**src/rtl/pwr_seq_pkg.sv**
```systemverilog
package pwr_seq_pkg;

  typedef enum logic [2:0] {
    ST_RESET  = 3'd0,
    ST_SETTLE = 3'd1,
    ST_QUAL   = 3'd2,
    ST_DELAY  = 3'd3,
    ST_RUN    = 3'd4,
    ST_HOLD   = 3'd5
  } seqState_e;

  typedef struct packed {
    logic cntClr;
    logic cntInc;
    logic regOn;
    logic coreRel;
    logic coreHold;
    logic appRel;
    logic appHold;
  } seqCmd_t;

endpackage

```
**src/rtl/pwr_seq_sync.sv**
```systemverilog
module pwr_seq_sync #(
  parameter int STAGES = 2
) (
  input  logic clk,
  input  logic asyncN,
  output logic syncN
);

  logic [STAGES-1:0] chain;

  always_ff @(posedge clk or negedge asyncN) begin
    if (!asyncN) chain <= '0;
    else         chain <= {chain[STAGES-2:0], 1'b1};
  end

  assign syncN = chain[STAGES-1];

endmodule

```
**src/rtl/pwr_seq_ctrl.sv**
```systemverilog
module pwr_seq_ctrl
  import pwr_seq_pkg::*;
(
  input  logic      clk,
  input  logic      rstN,
  input  logic      coreOk,
  input  logic      coreOkQ,
  input  logic      extRstN,
  input  logic      settleHit,
  input  logic      delayHit,
  output seqCmd_t   cmd,
  output seqState_e state
);

  seqState_e nextState;

  always_ff @(posedge clk or negedge rstN) begin
    if (!rstN) state <= ST_RESET;
    else       state <= nextState;
  end

  always_comb begin
    nextState = state;
    cmd       = '0;
    unique case (state)
      ST_RESET: begin
        nextState  = ST_SETTLE;
        cmd.cntClr = 1'b1;
      end
      ST_SETTLE: begin
        if (settleHit) begin
          nextState  = ST_QUAL;
          cmd.regOn  = 1'b1;
          cmd.cntClr = 1'b1;
        end else begin
          cmd.cntInc = 1'b1;
        end
      end
      ST_QUAL: begin
        if (coreOk && coreOkQ) begin
          nextState   = ST_DELAY;
          cmd.coreRel = 1'b1;
          cmd.cntClr  = 1'b1;
        end
      end
      ST_DELAY: begin
        if (!coreOk) begin
          nextState    = ST_QUAL;
          cmd.coreHold = 1'b1;
          cmd.appHold  = 1'b1;
        end else if (!extRstN) begin
          nextState   = ST_HOLD;
          cmd.appHold = 1'b1;
        end else if (delayHit) begin
          nextState  = ST_RUN;
          cmd.appRel = 1'b1;
        end else begin
          cmd.cntInc = 1'b1;
        end
      end
      ST_RUN: begin
        if (!coreOk) begin
          nextState    = ST_QUAL;
          cmd.coreHold = 1'b1;
          cmd.appHold  = 1'b1;
        end else if (!extRstN) begin
          nextState   = ST_HOLD;
          cmd.appHold = 1'b1;
        end
      end
      ST_HOLD: begin
        if (!coreOk) begin
          nextState    = ST_QUAL;
          cmd.coreHold = 1'b1;
          cmd.appHold  = 1'b1;
        end else if (extRstN) begin
          nextState  = ST_DELAY;
          cmd.cntClr = 1'b1;
        end
      end
      default: begin
        nextState = ST_RESET;
      end
    endcase
  end

endmodule

```
**src/rtl/pwr_seq_dp.sv**
```systemverilog
module pwr_seq_dp
  import pwr_seq_pkg::*;
#(
  parameter int SETTLE_CYC = 5,
  parameter int DELAY_CYC  = 3,
  parameter int CNT_W      = 3
) (
  input  logic    clk,
  input  logic    rstN,
  input  logic    coreOk,
  input  seqCmd_t cmd,
  output logic    coreOkQ,
  output logic    settleHit,
  output logic    delayHit,
  output logic    regEn,
  output logic    coreRstN,
  output logic    cpuRstN,
  output logic    perRstN
);

  localparam logic [CNT_W-1:0] SETTLE_LAST = CNT_W'(SETTLE_CYC - 1);
  localparam logic [CNT_W-1:0] DELAY_LAST  = CNT_W'(DELAY_CYC - 1);

  logic [CNT_W-1:0] cnt;

  always_ff @(posedge clk or negedge rstN) begin
    if (!rstN)           cnt <= '0;
    else if (cmd.cntClr) cnt <= '0;
    else if (cmd.cntInc) cnt <= cnt + 1'b1;
  end

  assign settleHit = (cnt == SETTLE_LAST);
  assign delayHit  = (cnt == DELAY_LAST);

  always_ff @(posedge clk or negedge rstN) begin
    if (!rstN) coreOkQ <= 1'b0;
    else       coreOkQ <= coreOk;
  end

  always_ff @(posedge clk or negedge rstN) begin
    if (!rstN)          regEn <= 1'b0;
    else if (cmd.regOn) regEn <= 1'b1;
  end

  always_ff @(posedge clk or negedge rstN) begin
    if (!rstN)             coreRstN <= 1'b0;
    else if (cmd.coreHold) coreRstN <= 1'b0;
    else if (cmd.coreRel)  coreRstN <= 1'b1;
  end

  always_ff @(posedge clk or negedge rstN) begin
    if (!rstN)            perRstN <= 1'b0;
    else if (cmd.appHold) perRstN <= 1'b0;
    else if (cmd.appRel)  perRstN <= 1'b1;
  end

  always_ff @(posedge clk or negedge rstN) begin
    if (!rstN)            cpuRstN <= 1'b0;
    else if (cmd.appHold) cpuRstN <= 1'b0;
    else if (cmd.appRel)  cpuRstN <= 1'b1;
  end

endmodule

```
**src/rtl/pwr_seq.sv**
```systemverilog
module pwr_seq
  import pwr_seq_pkg::*;
#(
  parameter int SETTLE_CYC  = 5,
  parameter int DELAY_CYC   = 3,
  parameter int SYNC_STAGES = 2
) (
  input  logic       clk,
  input  logic       porN,
  input  logic       coreOk,
  input  logic       extRstN,
  output logic       regEn,
  output logic       coreRstN,
  output logic       cpuRstN,
  output logic       perRstN,
  output logic [2:0] seqState
);

  localparam int MAX_CYC = (SETTLE_CYC > DELAY_CYC) ? SETTLE_CYC : DELAY_CYC;
  localparam int CNT_W   = (MAX_CYC < 2) ? 1 : $clog2(MAX_CYC);

  logic      sysRstN;
  logic      coreOkQ;
  logic      settleHit;
  logic      delayHit;
  seqCmd_t   cmd;
  seqState_e state;

  pwr_seq_sync #(.STAGES(SYNC_STAGES)) u_sync (
    .clk    (clk),
    .asyncN (porN),
    .syncN  (sysRstN)
  );

  pwr_seq_ctrl u_ctrl (
    .clk       (clk),
    .rstN      (sysRstN),
    .coreOk    (coreOk),
    .coreOkQ   (coreOkQ),
    .extRstN   (extRstN),
    .settleHit (settleHit),
    .delayHit  (delayHit),
    .cmd       (cmd),
    .state     (state)
  );

  pwr_seq_dp #(
    .SETTLE_CYC (SETTLE_CYC),
    .DELAY_CYC  (DELAY_CYC),
    .CNT_W      (CNT_W)
  ) u_dp (
    .clk       (clk),
    .rstN      (sysRstN),
    .coreOk    (coreOk),
    .cmd       (cmd),
    .coreOkQ   (coreOkQ),
    .settleHit (settleHit),
    .delayHit  (delayHit),
    .regEn     (regEn),
    .coreRstN  (coreRstN),
    .cpuRstN   (cpuRstN),
    .perRstN   (perRstN)
  );

  assign seqState = state;

endmodule

```
**config.mk**
```make
export PLATFORM = sky130hd
export DESIGN_NAME = pwr_seq
export DESIGN_NICKNAME = d
export VERILOG_FILES = /design/src/rtl/pwr_seq_pkg.sv /design/src/rtl/pwr_seq_sync.sv /design/src/rtl/pwr_seq_ctrl.sv /design/src/rtl/pwr_seq_dp.sv /design/src/rtl/pwr_seq.sv
export SDC_FILE = /design/constraint.sdc
export NUM_CORES = 1
export LEC_CHECK = 0
export ABC_AREA = 1
export BUFFER_PORTS_ARGS = -buffer_cell sky130_fd_sc_hd__buf_2
export CORE_MARGIN = 1.5
export CORE_UTILIZATION = 50
export DETAILED_ROUTE_END_ITERATION = 16
export GPL_ROUTABILITY_DRIVEN = 0
export PLACE_DENSITY = 0.72
export SLEW_MARGIN = 20
export SYNTH_ARGS = -nofsm -noshare
export SYNTH_HDL_FRONTEND = slang
export SYNTH_SLANG_ARGS = --single-unit
```
**constraint.sdc**
```tcl
create_clock -name clk -period 1.5 [get_ports clk]
set_input_delay 0.075 -clock clk [delete_from_list [all_inputs] [get_ports clk]]
set_output_delay 0.075 -clock clk [all_outputs]
set_load 0.02 [all_outputs]
```
[Word-level counts from Yosys, hierarchy flattened]
Index checks and enable logic that the tools add are counted.
Storage, ports and cells
  register bits after elaboration: 12
  latch bits: 0
  RAM bits: 0
  memory bits (read-only): 0
  input port bits: 4
  output and inout port bits: 7
  logic and storage cells: 65
  memories: 0
Cells by class
  add/sub/neg operators: 1
  multipliers: 0
  divide/modulo/power cells: 0
  order comparisons: 0
  equal/unequal tests: 12
  shifts and indexed selects: 0
  multiplexer cells: 37
  bitwise operators: 0
  reductions and logical operators: 8
Operators with widths (count)
  3-bit two-way mux: 11
  1-bit two-way mux: 22
  3-bit one-hot mux with 6 select lines: 1
  3-bit by 2-bit == test with 1-bit output (second input constant): 3
  3-bit == test (second input constant): 3
  3-bit inequality test (second input constant): 2
  2-bit nonzero test: 3
  5-bit AND reduction: 1
  4-bit inequality test (second input constant): 1
  1-bit one-hot mux with 2 select lines: 2
  1-bit one-hot mux with 4 select lines: 1
  3-bit by 1-bit adder with 3-bit output (second input constant): 1
  3-bit by 1-bit == test with 1-bit output (second input constant): 1
  3-bit logical NOT: 1
  3-bit OR reduction: 1
  2-bit by 1-bit inequality test with 1-bit output (second input constant): 1
  2-bit inequality test (second input constant): 1
  2-bit OR reduction: 1
  1-bit logical AND: 1

[Depth between registers and ports, before layout]
Gate-level depths: netlist of the first run.
  depth after elaboration: 7
  gate-level depth with buffers: 9
  depth with buffers taken out: 9

[Hierarchy]
Synthesis of the first run repeated with hierarchy kept, for this count alone.
Second synthesis, totals
  cells, all modules: 104
  area total of the unflattened synthesis: 744.5 um^2
Modules (own cells, without submodules)
  pwr_seq_ctrl: times used 1, cells each 67, area each 372.9 um^2, sequential area each 75.1 um^2
  pwr_seq_dp: times used 1, cells each 34, area each 317.8 um^2, sequential area each 175.2 um^2
  pwr_seq_sync: times used 1, cells each 3, area each 53.8 um^2, sequential area each 50.0 um^2

[Least setup slack after synthesis of the first run]
No wires, ideal clock.
  path type: reg-to-reg
  start: reg u_ctrl.state[2]
  end: reg u_dp.cnt[2]
  setup time: 0.117 ns
  data arrival time: 1.107 ns
  data required time: 1.383 ns
  path slack: 0.276 ns
  cell stages (with the launch flop): 8
  buffers on the path: 1
  clock period less this slack: 1.224 ns
  cells stage by stage: dfrtp_1 -> buf_6 -> nor2_1 -> inv_1 -> a21oi_1 -> nor2_2 -> nand3_1 -> nand2_1
On the way
  cells in the longest elaborated chain, start to end: 3
  elaborated cells on any way between the ends: 9
  those cells by class: eq/ne: 4; mux: 3; reduce/logical: 2
Ends and longest elaborated chain
  start, declared: RTL line pwr_seq_ctrl.sv:12  | output seqState_e state
  start signal, assigned: RTL line pwr_seq_ctrl.sv:19  | else state <= nextState;
  3-bit == test, or another cell as far along: RTL line pwr_seq_ctrl.sv:25  | unique case (state)
  1-bit one-hot mux with 4 select lines or 1-bit one-hot mux with 2 select lines (tied branches): RTL line pwr_seq_ctrl.sv:25
  3-bit two-way mux or 2-bit nonzero test (tied branches)
  end signal, assigned: RTL line pwr_seq_dp.sv:29  | else if (cmd.cntInc) cnt <= cnt + 1'b1;
  end, declared: RTL line pwr_seq_dp.sv:24  | logic [CNT_W-1:0] cnt;
Several ways; a longest one is shown, not always the timed one.
A chain may end at the register's enable or synchronous reset.

[Final worst setup path of the first run]
  start: reg u_dp.cnt[0]
  end: reg u_dp.cnt[2]
On the way
  cells in the longest elaborated chain, start to end: 6
  elaborated cells on any way between the ends: 13
  those cells by class: add/sub: 1; eq/ne: 2; mux: 9; reduce/logical: 1
Ends and longest elaborated chain
  3-bit by 2-bit == test with 1-bit output: RTL line pwr_seq_dp.sv:33  | assign delayHit = (cnt == DELAY_LAST);
  1-bit two-way mux: RTL line pwr_seq_ctrl.sv:54  | end else if (delayHit) begin
  1-bit two-way mux: RTL line pwr_seq_ctrl.sv:51  | end else if (!extRstN) begin
  1-bit two-way mux: RTL line pwr_seq_ctrl.sv:47  | if (!coreOk) begin
  1-bit one-hot mux with 2 select lines: RTL line pwr_seq_ctrl.sv:25
  2-bit nonzero test (no line)
Several ways; a longest one is shown, not always the timed one. The select of a mux whose other input is x is not followed.

==> results of run 1 <==
-- critical path: cells and delay by family (launching register included) --
| family | cells | cell delay, ns |
|---|---|---|
| and+or+nand+nor | 6 | 0.58 |
| DFF | 1 | 0.37 |
| adders and majority gates | 1 | 0.20 |
| buffers and inverters | 2 | 0.13 |
-- per-stage QoR --
step | hold WS [ns] | power (W) | util (%)
finish | 0.08041 | 0.001596 | 58.82
CTS | 0.07510 | 0.001604 | 58.74
global placement | -0.1398 | 0.001323 | 54.96
detailed placement | -0.1386 | 0.001325 | 54.96
floorplan | -0.2206 | 0.001219 | -
global route | 0.09502 | 0.001750 | 58.82
-- timing repair --
item,CTS,global route
gates resized for setup,0,1
endpoints found under the hold margin,3,0
hold buffers,2,0
endpoints found under the setup margin,0,1
-- report_power, final --
group / total [W] / switching (W) / internal [W]
logic: 0.000787 / 0.000505 / 0.000282
clock network: 0.000265 / 0.000117 / 0.000148
registers: 0.000544 / 0.000134 / 0.000410
total: 0.00160 / 0.000756 / 0.000840
-- registers in the layout, indices dropped and copies added, names as in the netlist --
| name | cells |
|---|---|
| u_ctrl.state | 3 |
| u_dp.cnt | 3 |
| u_sync.chain | 2 |
| u_dp.coreOkQ | 1 |
| u_dp.coreRstN | 1 |
| u_dp.cpuRstN | 1 |
| u_dp.regEn | 1 |
-- metal layers --
metal  part of all wire [%]  global-route usage, %
met1                     48                  26.23
met4                    1.5                  9.375
met3                    5.5                  5.106
met5                      0                      0
met2                     45                  29.39
-- cell type report --
| cell class | instances | area, µm² | share of cell area (%) |
|---|---|---|---|
| clock buffers | 4 | 36.28 | 4.143 |
| repair buffers | 12 | 70.07 | 8.000 |
| multi-input cells | 70 | 377.9 | 43.14 |
| well taps | 16 | 20.02 | 2.286 |
| flip-flops and latches | 12 | 301.5 | 34.43 |
| inverters | 18 | 70.07 | 8.000 |
-- cells by family after synthesis --
group,Yosys count
flip-flops,12
AO/OA/AOI/OAI,13
adder cells (fa/ha/maj),3
XOR/XNOR,1
AND/OR/NAND/NOR,52
other,1
buffers and inverters,22
-- synthesized netlist by cell type, drive strengths merged --
master / n / area (µm²)
ha: 3 / 37.54
a21oi: 5 / 25.02
nand2: 25 / 103.9
dfrtp: 12 / 300.3
o21ai: 5 / 28.77
nor3: 2 / 10.01
o21bai: 3 / 22.52
xor2: 1 / 8.760
nor2: 8 / 42.54
nand3: 17 / 95.09
inv: 18 / 70.07
buf: 4 / 41.29
conb: 1 / 3.750
-- final timing paths --
kind | start | cells past startpoint | to
min in group asynchronous | porN | 2 | u_sync.chain[0]
max in group asynchronous | u_sync.chain[1] | 0 | u_ctrl.state[2]
worst min-delay path | extRstN | 3 | u_dp.cpuRstN
worst max-delay path | u_dp.cnt[0] | 9 | u_dp.cnt[2]
worst max register to register | u_dp.cnt[0] | 9 | u_dp.cnt[2]
worst min register to register | u_sync.chain[1] | 0 | u_dp.cpuRstN
==> impl_results.md, run 1 <==
* Outcome: finished, final reports clean
* Slew Limit Fails at 0
* Mapped cell area at 789.5 µm²
* Clk root buf: clkbuf_4
* Max cap viols at 0
* Final setup TNS at 0 ns
* CTS tree: done
* Synthesized flop and latch total at 12
* Total CTS buffers at 3
* DRT Pass-1 Iters at 4
* Slowest-stage cell, CP: dfrtp_1
* Multiplexer area fraction after synthesis at 0%
* Peak supply drop at 1.067 mV
* CP Class: register to register
* Hold Crit Class: primary input to register
* Worst EP required at 1.72 ns
* Pin count of the biggest net entering global routing at 13
* IO Port Bufs at 10
* Fin crit period at 1.336 ns
* Final instance area at 875.8 µm²
* F_max at 748.4 MHz
* CORE AREA at 1489 µm²
* Worst path most repeated cell: nand2_1
* Clock Path Buffers at 2
* Reg2Reg Setup Slack at 0.16 ns
* Simple-gate portion of the synthesized area at 31.85%
* Grt ovf at 0
* Area growth, synth to finish at 10.94%
* Area of the die at 1826 µm²
* Xor and xnor fraction of the mapped netlist area at 1.109%
* Post-Layout Cell Count at 132
* Ports at 11
* Final period utilization at 89.08%
* Vias at 657
* Yosys warning count at 0
* Vias in the first global route at 607
* Largest family of logic cells by synthesized area: simple AND/OR/NAND/NOR gates
* Static Leakage at 0.5109 nW
* Post-CTS Setup Inserts at 0
* # setup viols final at 0
* Synth Instances at 104
* CP peak stage delay at 0.37 ns
* Rows at 14
* Placed cells at 126
* Die X at 42.74 µm
* Layout cell share with drive strength beyond 1 at 21.55%
* CP Capture Type: register
* First-pass GRT wire length at 2594 µm
* Final hold violations at 0
* Startpoint types: register
* Unique masters post-synth at 23
* Clk Latency, worst-skew pair at 0.28 ns
* Pwr dens at 1822 nW/µm²
* CTS Sinks at 12
* Synth Net Count at 111
* Initial antenna violation count at 0
* Post-synthesis sequential area ratio at 38.03%
* Most frequent cells in the layout: nand2_1, inv_1, nand3_1, dfrtp_1, buf_2
* RSZ-0062 raised after global routing: false
* Overall Global Routing Usage at 19.63%
* Initial DRC count at 22
* Synthesized area per cell at 7.591 µm²
* Worst-path cell chain: inv_1 -> ha_1 -> nand2_1 -> inv_1 -> nand3_1 -> nand2_1 -> nor2_2 -> nand3_1 -> nand2_1
* Worst Path Arrival at 1.55 ns
* Fillers at 127
* H-tree levels at 1
* CTS clock-pin slew for the worst setup and hold paths at 0.08 ns
* Die H at 42.74 µm
* Synth Area in Adders at 4.754%
* Fin worst setup slack at 0.1638 ns
* Final HPWL DP at 1163 µm
* Most common cell after layout, fill and taps aside: nand2_1
* Clk_skew at 0.005221 ns
* Drt total wl at 1528 µm
* DR vias/cell at 4.977
* Placed Area at 818.3 µm²
* Drc violations at 0
* Place WS at 0.1555 ns
* Ant diodes at 0
* Wire per inst at 11.58 µm
* Post-route ant nets at 0
* Fin nets at 124
* Crit-path max FO at 4
* Compound-Gate Fraction of Synth Area at 9.667%
* Initial core utilization at 53.03%
Note: power is estimated with default switching activity, not from simulation.
==> run 2, diff against run 1 <==
--- a/config.mk
+++ b/config.mk
@@ -8,10 +8,11 @@
 export ABC_AREA = 1
 export BUFFER_PORTS_ARGS = -buffer_cell sky130_fd_sc_hd__buf_2
 export CORE_MARGIN = 1.5
-export CORE_UTILIZATION = 50
+export CORE_UTILIZATION = 58
+export CTS_CLUSTER_DIAMETER = 50
 export DETAILED_ROUTE_END_ITERATION = 16
 export GPL_ROUTABILITY_DRIVEN = 0
-export PLACE_DENSITY = 0.72
+export PLACE_DENSITY = 0.81
 export SLEW_MARGIN = 20
 export SYNTH_ARGS = -nofsm -noshare
 export SYNTH_HDL_FRONTEND = slang
==> constraint.sdc (replaced) <==
create_clock -name clk -period 1.5 [get_ports clk]
set_input_delay 0.3 -clock clk [delete_from_list [all_inputs] [get_ports clk]]
set_output_delay 0.3 -clock clk [all_outputs]
set_load 0.02 [all_outputs]
==> run 2 against run 1 <==
Clock skew decreased by 0.0036 ns. Largest cell class unchanged. Final cell count decreased by 1.5%. Critical path depth decreased by 8. Sequential share of layout area increased by 0.45 points. Register-to-register slack about the same. Non-clock buffer count decreased by 1. Setup slack got worse by 0.031 ns. Power increased by 0.14%.
==> impl_results.md, run 2 (synthesized netlist as in run 1, its figures left out) <==
* Outcome: finished, final reports clean
* Rows at 13 (-1)
* Sw Share at 47.48% (+0.11 points)
* Post-Layout Cell Count at 130 (-1.5%)
* RSZ-0062 raised after global routing: false
* Final hold violations at 0 (unchanged)
* Initial DRC count at 16 (-27%)
* First-pass GRT wire length at 2270 µm (-12%)
* Place WS at 0.1514 ns (-0.004072 ns)
* Initial antenna violation count at 0 (unchanged)
* Switching power total at 0.0007587 W (+0.38%)
* DRT Pass-1 Iters at 4 (unchanged)
* CTS tree: done
* Die H at 39.90 µm (-6.6%)
* Combinational share of power at 49.1% (-0.2 points)
* IO Port Bufs at 10 (unchanged)
* Placed cells at 125 (-0.79%)
* Total CTS buffers at 3 (unchanged)
* CP bufs+invs at 1 (-1)
* Worst flop-to-flop path endpoint: u_dp.cnt[2]
* Final HPWL DP at 1164 µm (+0.15%)
* Clk root buf: clkbuf_4
* Internal cell power at 0.0008394 W (about the same)
* Area growth, synth to finish at 9.509%
* Most common cell after layout, fill and taps aside: nand2_1
* Layout cell share with drive strength beyond 1 at 21.74% (+0.19 points)
* Reg2Reg Setup Slack at 0.17 ns (about the same)
* Pin count of the biggest net entering global routing at 13 (unchanged)
* Most frequent cells in the layout: nand2_1, inv_1, nand3_1, dfrtp_1, buf_2
* F_max at 731.2 MHz (-2.3%)
* Vias in the first global route at 577 (-4.9%)
* Crit-path max FO at 9 (+5)
* CTS Sinks at 12 (unchanged)
* Worst Path Arrival at 1.07 ns (-0.48 ns)
* Final setup TNS at 0 ns (unchanged)
* Final period utilization at 91.17% (+2.1 points)
* Post-route ant nets at 0 (unchanged)
* Initial core utilization at 61.44% (+8.4 points)
* CP peak stage delay at 0.55 ns (+0.18 ns)
* Slew Limit Fails at 0 (unchanged)
* CP Class: register to output port
* CORE AREA at 1285 µm² (-14%)
* Clock Path Buffers at 2 (unchanged)
* Ports at 11 (unchanged)
* Drt total wl at 1482 µm (-3.0%)
* Flop pwr share at 34.4% (+0.3 points)
* FF+latch area at 301.5 µm² (unchanged)
* Die X at 39.90 µm (-6.6%)
* Clk_skew at 0.001602 ns (-0.003619 ns)
* CTS clock-pin slew for the worst setup and hold paths at 0.08 ns (about the same)
* DR vias/cell at 5.269 (+5.9%)
* Fin worst setup slack at 0.1324 ns (-0.03135 ns)
* CP Capture Type: output port
* Pwr dens at 1849 nW/µm² (+1.4%)
* # setup viols final at 0 (unchanged)
* Drc violations at 0 (unchanged)
* Reg-to-Reg Start: u_dp.cnt[0]
* Area of the multi-input gates at 377.9 µm² (unchanged)
* Wire per inst at 11.40 µm (-1.5%)
* Pwr Total at 0.001598 W (+0.14%)
* Area of the die at 1592 µm² (-13%)
* H-tree levels at 1 (unchanged)
* Worst-path cell chain: buf_2
* Clk Latency, worst-skew pair at 0.27 ns (about the same)
* Overall Global Routing Usage at 21.37% (+1.7 points)
* Top flop regs: u_ctrl.state x3, u_dp.cnt x3, u_sync.chain x2
* Max cap viols at 0 (unchanged)
* Fillers at 105 (-17%)
* Fin nets at 123 (-0.81%)
* Post-CTS Setup Inserts at 0 (unchanged)
* Clock network fraction of design power at 16.5% (about the same)
* Slowest-stage cell, CP: dfrtp_1
* Static Leakage at 0.5067 nW (-0.82%)
* Worst EP required at 1.20 ns (-0.52 ns)
* Hold Crit Class: register to async pin
* Grt ovf at 0 (unchanged)
* Peak supply drop at 1.058 mV (-0.92%)
* Vias at 685 (+4.3%)
* Worst Setup SP: u_ctrl.state[1]
* Reg2Reg Depth at 9 (unchanged)
* Startpoint types: register
* Fin crit period at 1.368 ns (+0.03135 ns)
* Ant diodes at 0 (unchanged)
* Cell family with most CP delay: flip-flops
[run 2: cell types whose count changed in the layout (fill, tap and decap cells not counted)]
cell,change
dlygate4sd3_1,-1
[run 2: worst max path at each step]
stage	slack, ns	end	cells after the start
2_1_floorplan	0.28	u_dp.cnt[2]	7
3_3_place_gp	0.17	u_dp.cpuRstN	6
3_5_place_dp	0.15	u_dp.cpuRstN	6
4_1_cts	0.11	seqState[2]	1
5_1_grt	0.02	u_dp.cnt[2]	9
6_report	0.13	seqState[1]	1
[run 2: per-stage QoR]
stage                     hold slack, ns  utilization, %  area (µm²)
after floorplan                 0.004409               -       789.5
after global placement           0.08561           63.58       817.0
after detailed placement         0.08782           63.58       817.0
after CTS                         0.1744           67.19       863.3
after global routing              0.1965           67.28       864.6
final                             0.1598           67.28       864.6
[run 2: final cells by class]
type / count / share of cell area (%)
Tap cell: 15 / 2.171
Timing Repair Buffer: 11 / 6.946
Inverter: 18 / 8.104
Sequential cell: 12 / 34.88
Multi-Input combinational cell: 70 / 43.70
Clock buffer: 4 / 4.197
[run 2: power by group through the flow]
stage                     clock (W)  sequential [W]  combinational (W)
after detailed placement          0        0.000555           0.000781
after floorplan                   0        0.000534           0.000685
after global routing       0.000282        0.000565           0.000880
final                      0.000264        0.000550           0.000784
after CTS                  0.000269        0.000548           0.000787
after global placement            0        0.000551           0.000762
[run 2: layer usage]
layer | wire [µm] | part of all wire [%] | GRT usage, %
met5 | 0 | 0 | 0
met4 | 14 | 0.94 | 7.759
met1 | 691 | 47 | 27.18
met3 | 71 | 4.8 | 3.409
met2 | 704 | 48 | 35.48
[run 2: what timing repair did]
action                     in CTS  in global routing
gates resized for setup         0                  1
setup endpoints to repair       0                  1
hold buffers                    1                  0
hold endpoints to repair        2                  0
